$ cat src/rtl/ovf_pkg.sv
package ovf_pkg;
  localparam int FLAG_W   = 33;
  localparam int CYC_BIT  = 31;
  localparam int ICNT_BIT = 32;
  localparam int MAX_EVT  = 31;
  localparam int SPLIT_W  = 5;

  typedef logic [FLAG_W-1:0] flag_vec_t;

  function automatic flag_vec_t impl_mask(input int num_evt, input bit has_icnt);
    flag_vec_t m;
    m = '0;
    for (int i = 0; i < MAX_EVT; i++) begin
      if (i < num_evt) m[i] = 1'b1;
    end
    m[CYC_BIT]  = 1'b1;
    m[ICNT_BIT] = has_icnt;
    return m;
  endfunction
endpackage

$ cat src/rtl/ovf_wrap_sel.sv
module ovf_wrap_sel
  import ovf_pkg::*;
#(
  parameter int NUM_EVT  = 20,
  parameter bit HAS_ICNT = 1'b1
) (
  input  flag_vec_t          wrap32,
  input  flag_vec_t          wrap64,
  input  logic               cyc_long,
  input  logic               evt_long_lo,
  input  logic               evt_long_hi,
  input  logic [SPLIT_W-1:0] evt_split,
  output flag_vec_t          hit
);
  for (genvar gi = 0; gi < FLAG_W; gi++) begin : g_bit
    if (gi < NUM_EVT && gi < MAX_EVT) begin : g_evt
      logic use_long;
      always_comb begin
        use_long = (SPLIT_W'(gi) < evt_split) ? evt_long_lo : evt_long_hi;
        hit[gi]  = use_long ? wrap64[gi] : wrap32[gi];
      end
    end else if (gi == CYC_BIT) begin : g_cyc
      always_comb hit[gi] = cyc_long ? wrap64[gi] : wrap32[gi];
    end else if (gi == ICNT_BIT && HAS_ICNT) begin : g_icnt
      always_comb hit[gi] = wrap64[gi];
    end else begin : g_none
      always_comb hit[gi] = 1'b0;
    end
  end
endmodule

$ cat src/rtl/ovf_flag_bank.sv
module ovf_flag_bank
  import ovf_pkg::*;
#(
  parameter flag_vec_t IMPL = '1
) (
  input  logic      clk,
  input  logic      rst_n,
  input  flag_vec_t hw_hit,
  input  flag_vec_t sw_set,
  input  flag_vec_t sw_clr,
  output flag_vec_t flags_q
);
  flag_vec_t flags_d;
  logic      flags_en;

  always_comb begin
    flags_d  = ((flags_q & ~sw_clr) | sw_set | hw_hit) & IMPL;
    flags_en = |(sw_set | sw_clr | hw_hit);
  end

  always_ff @(posedge clk or negedge rst_n) begin
    if (!rst_n)        flags_q <= '0;
    else if (flags_en) flags_q <= flags_d;
  end

  // a hardware overflow always lands, even against a clear
  p_hw_wins_r9: assert property (@(posedge clk) disable iff (!rst_n)
    (hw_hit != '0) |=> ((flags_q & $past(hw_hit)) == $past(hw_hit)));

  p_set_r2: assert property (@(posedge clk) disable iff (!rst_n)
    ((sw_set & IMPL) != '0) |=> ((flags_q & $past(sw_set & IMPL)) == $past(sw_set & IMPL)));

  p_clr_r3: assert property (@(posedge clk) disable iff (!rst_n)
    ((sw_clr & ~hw_hit & ~sw_set) != '0) |=> ((flags_q & $past(sw_clr & ~hw_hit & ~sw_set)) == '0));

  p_hold_r2: assert property (@(posedge clk) disable iff (!rst_n)
    ((sw_set == '0) && (sw_clr == '0) && (hw_hit == '0)) |=> $stable(flags_q));
endmodule

$ cat src/rtl/ovf_reg_port.sv
module ovf_reg_port
  import ovf_pkg::*;
#(
  parameter int          REG_W   = 64,
  parameter int          ADDR_W  = 12,
  parameter logic [11:0] SET_OFS = 12'hCC0,
  parameter logic [11:0] CLR_OFS = 12'hC80
) (
  input  logic              clk,
  input  logic              rst_n,
  input  logic              acc_req,
  input  logic              acc_we,
  input  logic [ADDR_W-1:0] acc_addr,
  input  logic [REG_W-1:0]  acc_wdata,
  input  flag_vec_t         flags_q,
  output flag_vec_t         sw_set,
  output flag_vec_t         sw_clr,
  output logic [REG_W-1:0]  acc_rdata
);
  flag_vec_t        wd_flags;
  logic [REG_W-1:0] rd_word;
  logic [REG_W-1:0] rdata_d;
  logic             hit_set, hit_clr, rd_en;

  if (REG_W >= FLAG_W) begin : g_wide
    assign wd_flags = acc_wdata[FLAG_W-1:0];
    if (REG_W > FLAG_W) begin : g_pad
      assign rd_word = {{(REG_W-FLAG_W){1'b0}}, flags_q};
    end else begin : g_exact
      assign rd_word = flags_q;
    end
  end else begin : g_narrow
    assign wd_flags = {{(FLAG_W-REG_W){1'b0}}, acc_wdata};
    assign rd_word  = flags_q[REG_W-1:0];
  end

  always_comb begin
    hit_set = acc_req && (acc_addr == ADDR_W'(SET_OFS));
    hit_clr = acc_req && (acc_addr == ADDR_W'(CLR_OFS));
    sw_set  = (hit_set && acc_we) ? wd_flags : '0;
    sw_clr  = (hit_clr && acc_we) ? wd_flags : '0;
    rd_en   = acc_req && !acc_we;
    rdata_d = (hit_set || hit_clr) ? rd_word : '0;
  end

  always_ff @(posedge clk or negedge rst_n) begin
    if (!rst_n)     acc_rdata <= '0;
    else if (rd_en) acc_rdata <= rdata_d;
  end

  // both views return the flags as seen at the read edge
  p_read_r4: assert property (@(posedge clk) disable iff (!rst_n)
    (rd_en && (hit_set || hit_clr)) |=> (acc_rdata == $past(rd_word)));

  // unmapped read yields zero
  p_unmapped_r10: assert property (@(posedge clk) disable iff (!rst_n)
    (rd_en && !hit_set && !hit_clr) |=> (acc_rdata == '0));
endmodule

$ cat src/rtl/ovf_flag_reg.sv
module ovf_flag_reg
  import ovf_pkg::*;
#(
  parameter int          NUM_EVT  = 20,
  parameter bit          HAS_ICNT = 1'b1,
  parameter bit          WIDE_ACC = 1'b0,
  parameter logic [11:0] SET_OFS  = 12'hCC0,
  parameter logic [11:0] CLR_OFS  = 12'hC80,
  localparam int         REG_W    = (HAS_ICNT || WIDE_ACC) ? 64 : 32
) (
  input  logic               clk,
  input  logic               rst_n,
  input  logic               cyc_long,
  input  logic               evt_long_lo,
  input  logic               evt_long_hi,
  input  logic [SPLIT_W-1:0] evt_split,
  input  logic [FLAG_W-1:0]  wrap32,
  input  logic [FLAG_W-1:0]  wrap64,
  input  logic               acc_req,
  input  logic               acc_we,
  input  logic [11:0]        acc_addr,
  input  logic [REG_W-1:0]   acc_wdata,
  output logic [REG_W-1:0]   acc_rdata,
  output logic [FLAG_W-1:0]  flags_o
);
  localparam flag_vec_t IMPL = impl_mask(NUM_EVT, HAS_ICNT);

  flag_vec_t hw_hit, sw_set, sw_clr, flags_q;

  ovf_wrap_sel #(.NUM_EVT(NUM_EVT), .HAS_ICNT(HAS_ICNT)) u_sel (
    .wrap32(wrap32), .wrap64(wrap64), .cyc_long(cyc_long),
    .evt_long_lo(evt_long_lo), .evt_long_hi(evt_long_hi),
    .evt_split(evt_split), .hit(hw_hit)
  );

  ovf_reg_port #(.REG_W(REG_W), .ADDR_W(12), .SET_OFS(SET_OFS), .CLR_OFS(CLR_OFS)) u_port (
    .clk(clk), .rst_n(rst_n), .acc_req(acc_req), .acc_we(acc_we),
    .acc_addr(acc_addr), .acc_wdata(acc_wdata), .flags_q(flags_q),
    .sw_set(sw_set), .sw_clr(sw_clr), .acc_rdata(acc_rdata)
  );

  ovf_flag_bank #(.IMPL(IMPL)) u_bank (
    .clk(clk), .rst_n(rst_n), .hw_hit(hw_hit), .sw_set(sw_set),
    .sw_clr(sw_clr), .flags_q(flags_q)
  );

  assign flags_o = flags_q;

  // cycle counter flag follows the carry picked by its mode
  p_cyc_sel_r5: assert property (@(posedge clk) disable iff (!rst_n)
    ((cyc_long ? wrap64[CYC_BIT] : wrap32[CYC_BIT]) == 1'b1) |=> flags_o[CYC_BIT]);
endmodule

$ cat config.mk
export PLATFORM = sky130hd
export DESIGN_NAME = ovf_flag_reg
export DESIGN_NICKNAME = d
export VERILOG_FILES = /design/src/rtl/ovf_pkg.sv /design/src/rtl/ovf_wrap_sel.sv /design/src/rtl/ovf_flag_bank.sv /design/src/rtl/ovf_reg_port.sv /design/src/rtl/ovf_flag_reg.sv
export SDC_FILE = /design/constraint.sdc
export NUM_CORES = 1
export LEC_CHECK = 0
export ABC_AREA = 1
export BUFFER_PORTS_ARGS = -buffer_cell sky130_fd_sc_hd__buf_2
export CAP_MARGIN = 15
export CORE_MARGIN = 8
export CORE_UTILIZATION = 25
export DETAILED_ROUTE_END_ITERATION = 7
export HOLD_SLACK_MARGIN = 0.02
export SLEW_MARGIN = 20
export SYNTH_ARGS = -nofsm -noshare
export SYNTH_HDL_FRONTEND = slang
export SYNTH_HIERARCHICAL = 1
export SYNTH_SLANG_ARGS = --single-unit
$ cat constraint.sdc
create_clock -name clk -period 1.05 [get_ports clk]
set_input_delay 0.105 -clock clk [delete_from_list [all_inputs] [get_ports clk]]
set_output_delay 0.105 -clock clk [all_outputs]
set_load 0.02 [all_outputs]
# --- After elaboration in Yosys (flattened, before gate mapping) ---
# Index checks and enable logic that the tools add are counted.
totals:
  wordCells: 82
  inputBits: 154
  regBits: 86
classes:
  n_reduce_logical: 8
  n_eq_ne: 2
  magnitude_cmp: 20
  bitwise_logic: 6
  mux: 44
op_table:
  columns: ["cell", "count"]
  rows:
  - ["$or A33 B33 Y33", 4]
  - ["$mux W33", 3]
  - ["$mux W1", 41]
  - ["$lt A4 B5 Y1 const A", 8]
  - ["$and A33 B33 Y33", 1]
  - ["$not A33 Y33", 1]
  - ["$reduce_or A33 Y1", 1]
  - ["$eq A12 B12 Y1 const B", 2]
  - ["$lt A3 B5 Y1 const A", 4]
  - ["$lt A5 B5 Y1 const A", 4]
  - ["$lt A1 B5 Y1 const A", 2]
  - ["$lt A2 B5 Y1 const A", 2]
  - ["$logic_and A1 B1 Y1", 5]
  - ["$logic_not A1 Y1", 1]
  - ["$logic_or A1 B1 Y1", 1]

# --- Longest topological paths before layout ---
depth:
  word_depth: 8
  mapped_depth: 10
  depth_no_buf: 10

# --- Cells and area by module ---
# Netlist, hierarchy kept.
by_module_without_submodules:
  columns: ["module", "cells_each", "n_inst", "area_each_um2"]
  rows:
  - ["ovf_reg_port", 366, 1, 2283.4]
  - ["ovf_flag_bank", 122, 1, 967.2]
  - ["ovf_wrap_sel", 181, 1, 850.8]

# --- Least setup slack after synthesis ---
# OpenSTA, ideal clock, no wires.
synth_path:
  kind: "input to register"
  from: "input port acc_addr[7]"
  to: "register u_bank.flags_q[31]"
  path_buffers: 1
  t_arrival_ns: 0.959
  slack_ns: -0.026
  stages: 10
  cell_sequence: "inv_1 nor2_1 nand2_1 nor2_4 nand3_2 buf_2 nor2_1 inv_1 nand2_1 nand2_1"
synth_between:
  elab_chain_cells: 8
  word_cells_on_any_way: 15
  classes_between: "2 x eq/ne; 2 x mux; 6 x bitwise; 5 x reduce/logical"
synth_lines:
  columns: ["item", "line", "rtl"]
  rows:
  - ["from (decl)", "ovf_flag_reg.sv:21", "input logic [11:0] acc_addr,"]
  - ["$eq A12 B12 Y1 *", "ovf_reg_port.sv:39", "hit_clr = acc_req && (acc_addr == ADDR_W'(CLR_OFS));"]
  - ["$logic_and A1 B1 Y1 *", "ovf_reg_port.sv:39", null]
  - ["$logic_and A1 B1 Y1 *", "ovf_reg_port.sv:41", "sw_clr = (hit_clr && acc_we) ? wd_flags : '0;"]
  - ["$mux W33 *", "ovf_reg_port.sv:41", null]
  - ["via sw_clr[31]", "ovf_flag_reg.sv:28", "flag_vec_t hw_hit, sw_set, sw_clr, flags_q;"]
  - ["branches (longest 4 deep; another with $or A33 B33 Y33)", null, null]
  - ["to (signal assigned)", "ovf_flag_bank.sv:23", "else if (flags_en) flags_q <= flags_d;"]
  - ["to (decl)", "ovf_flag_bank.sv:11", "output flag_vec_t flags_q"]
# Mark *: on every way through the listed nets, which the timed path passes.
# A chain may end at the register's enable or synchronous reset.

# --- Final worst setup path ---
layout_path:
  from: "register u_bank.flags_q[12]"
  to: "output port flags_o[12]"
layout_rtl:
  columns: ["item", "line", "rtl"]
  rows:
  - ["to (decl)", "ovf_flag_reg.sv:24", "output logic [FLAG_W-1:0] flags_o"]
# No word-level cell between the ends.

==> results.ini <==
[outcome]
run_status=complete, no violations

[drt]
drtIter0Drc=139
num_vias=3999
avgRoutedWirePerCell_um=12.80
via_per_inst=4.072
drcViolationCount=0
drt.antenna.violating_nets=0
dr.pass1.iters=4
drt-total-wl_um=12570

[logic_synthesis]
ys_warn_count=6
avgSynthCellArea_um2=6.236
synthesis.area_um2=3891
syn_inst=624

[pwr]
switching_power_mw=1.378
pwr-share-clk_pct=37.5
p_sw_share_pct=27.63
power_mw=4.985
power_frac_comb_pct=20.0
p_int_mw=3.608
power_frac_seq_pct=42.5
peakVddDrop_mv=0.5742
p_per_area_nw_per_um2=965.4
leakagePower_nw=3.234

[floorplanning]
die_y_um=140.8
fp.coreArea_um2=15200
io_pins=251
row_count=45
die_area_um2=19810
initial_utilization_pct=25.60
die_w_um=140.8

[grt]
antenna_found_initial=1
grt_usage_pct=12.64
grt_max_degree=29
grt_overflow=0
grt_pass1_wl_um=20400
grt_pass1_vias=3933

[place]
dpl_cell_area_um2=4966
pre_cts_slack_ns=-0.2580
dpl.hpwl_um=10220
io_buffers=143
routabilityCongestion=0.8434
dp_cells=971

[clock_network]
cts_tree=built
clockBufferDepth=2
cts.reportedPaths.clkPinSlew_ns=0.07
clkSinkCount=55
root_buffer=clkbuf_16
cts-buffers-inserted=5
clock_latency_ns=0.29
htreeDepth=2

[setup_path]
critPathArrivalTime_ns=0.90
critPathTopFamily=flip-flops
worst-r2r-setup-slack_ns=0.18
path_class=reg2out
crit_chain=buf_2
critPathMaxStageDelay_ns=0.42
r2r-end=u_port/acc_rdata[16]
worst-path-buf-inv=1
reg2reg_depth=5
cp.required_ns=0.94
rr_startpoint=u_bank/flags_q[16]
slowest_stage=dfrtp_1
end_kind=output pin
cp-start-kind=register
cp_max_fo=3

[sta]
hold_viol_final=0
setup_violations=0
holdWs_ns=0.09940
min_period_ns=1.006
finClkSkew_ns=0.006278
clock.fmax_mhz=993.8
rsz0062_at_grt=false
fin_tns_setup_ns=0
fin_ws_ns=0.04371
min_period_over_period_pct=95.84
drv_slew=0

[worst_hold_path]
hold_path_startpoint=wrap64[14]
whs_endpoint=u_bank/flags_q[14]
hold_class=in2reg
min_path_cells=5

[layout]
final_cell_mix=nand2_1, buf_2, nor2_1
final_common_cell=nand2_1
fill_cells=1678
fin_nets=948
diodes=0
finalNonFillerCells=982
final_util_pct=33.97
final_cell_area_um2=5164
drive_gt1_share_pct=26.70
area_growth_pct=32.70

[run]
cap_violations=0

==> layout make-up <==
type                    count  area [um2]  area share, %
clock buffers               6       128.9          2.496
well taps                 188       235.2          4.555
multi-input cells         443        1877          36.35
repair buffers            189        1141          22.10
clock inverters             1       30.03         0.5815
flip-flops and latches     55        1376          26.65
inverters                 100       375.4          7.269
==> repair_timing <==
| action | 4_1_cts | 5_1_grt |
|---|---|---|
| gates resized for setup | 0 | 3 |
| hold buffers | 2 | 0 |
| buffers inserted | 0 | 2 |
| setup endpoints to repair | 0 | 4 |
| endpoints found under the hold margin | 34 | 0 |
==> sequential cells by signal (all words and copies together), names as in the netlist <==
signal / cells
u_port/acc_rdata: 33
u_bank/flags_q: 22
==> per-layer routing <==
layer | share of wire [%] | GRT usage (%) | up-vias
met2 | 46 | 20.54 | 136
met4 | 1.1 | 2.998 | 2
met1 | 46 | 16.33 | 1733
met3 | 7.4 | 3.410 | 11
li1 | - | - | 2117
met5 | 0.064 | 0 | -
==> power groups by stage <==
stage	combinational (mW)	sequential [mW]	clock [mW]
2_1_floorplan	0.643	2.16	0
3_3_place_gp	0.991	2.16	0
3_5_place_dp	0.991	2.16	0
4_1_cts	1.00	2.12	1.94
5_1_grt	1.13	2.12	2.02
6_report	0.999	2.12	1.87
==> worst max path at each step <==
stage,to,startpoint,cells after the start
floorplan,u_bank/flags_q[10],acc_req,10
global placement,u_bank/flags_q[5],evt_split[4],8
detailed placement,u_bank/flags_q[5],evt_split[3],8
CTS,flags_o[16],u_bank/flags_q[16],1
global route,u_bank/flags_q[18],evt_split[4],11
finish,flags_o[12],u_bank/flags_q[12],1
(Power assumes the default switching activity.)
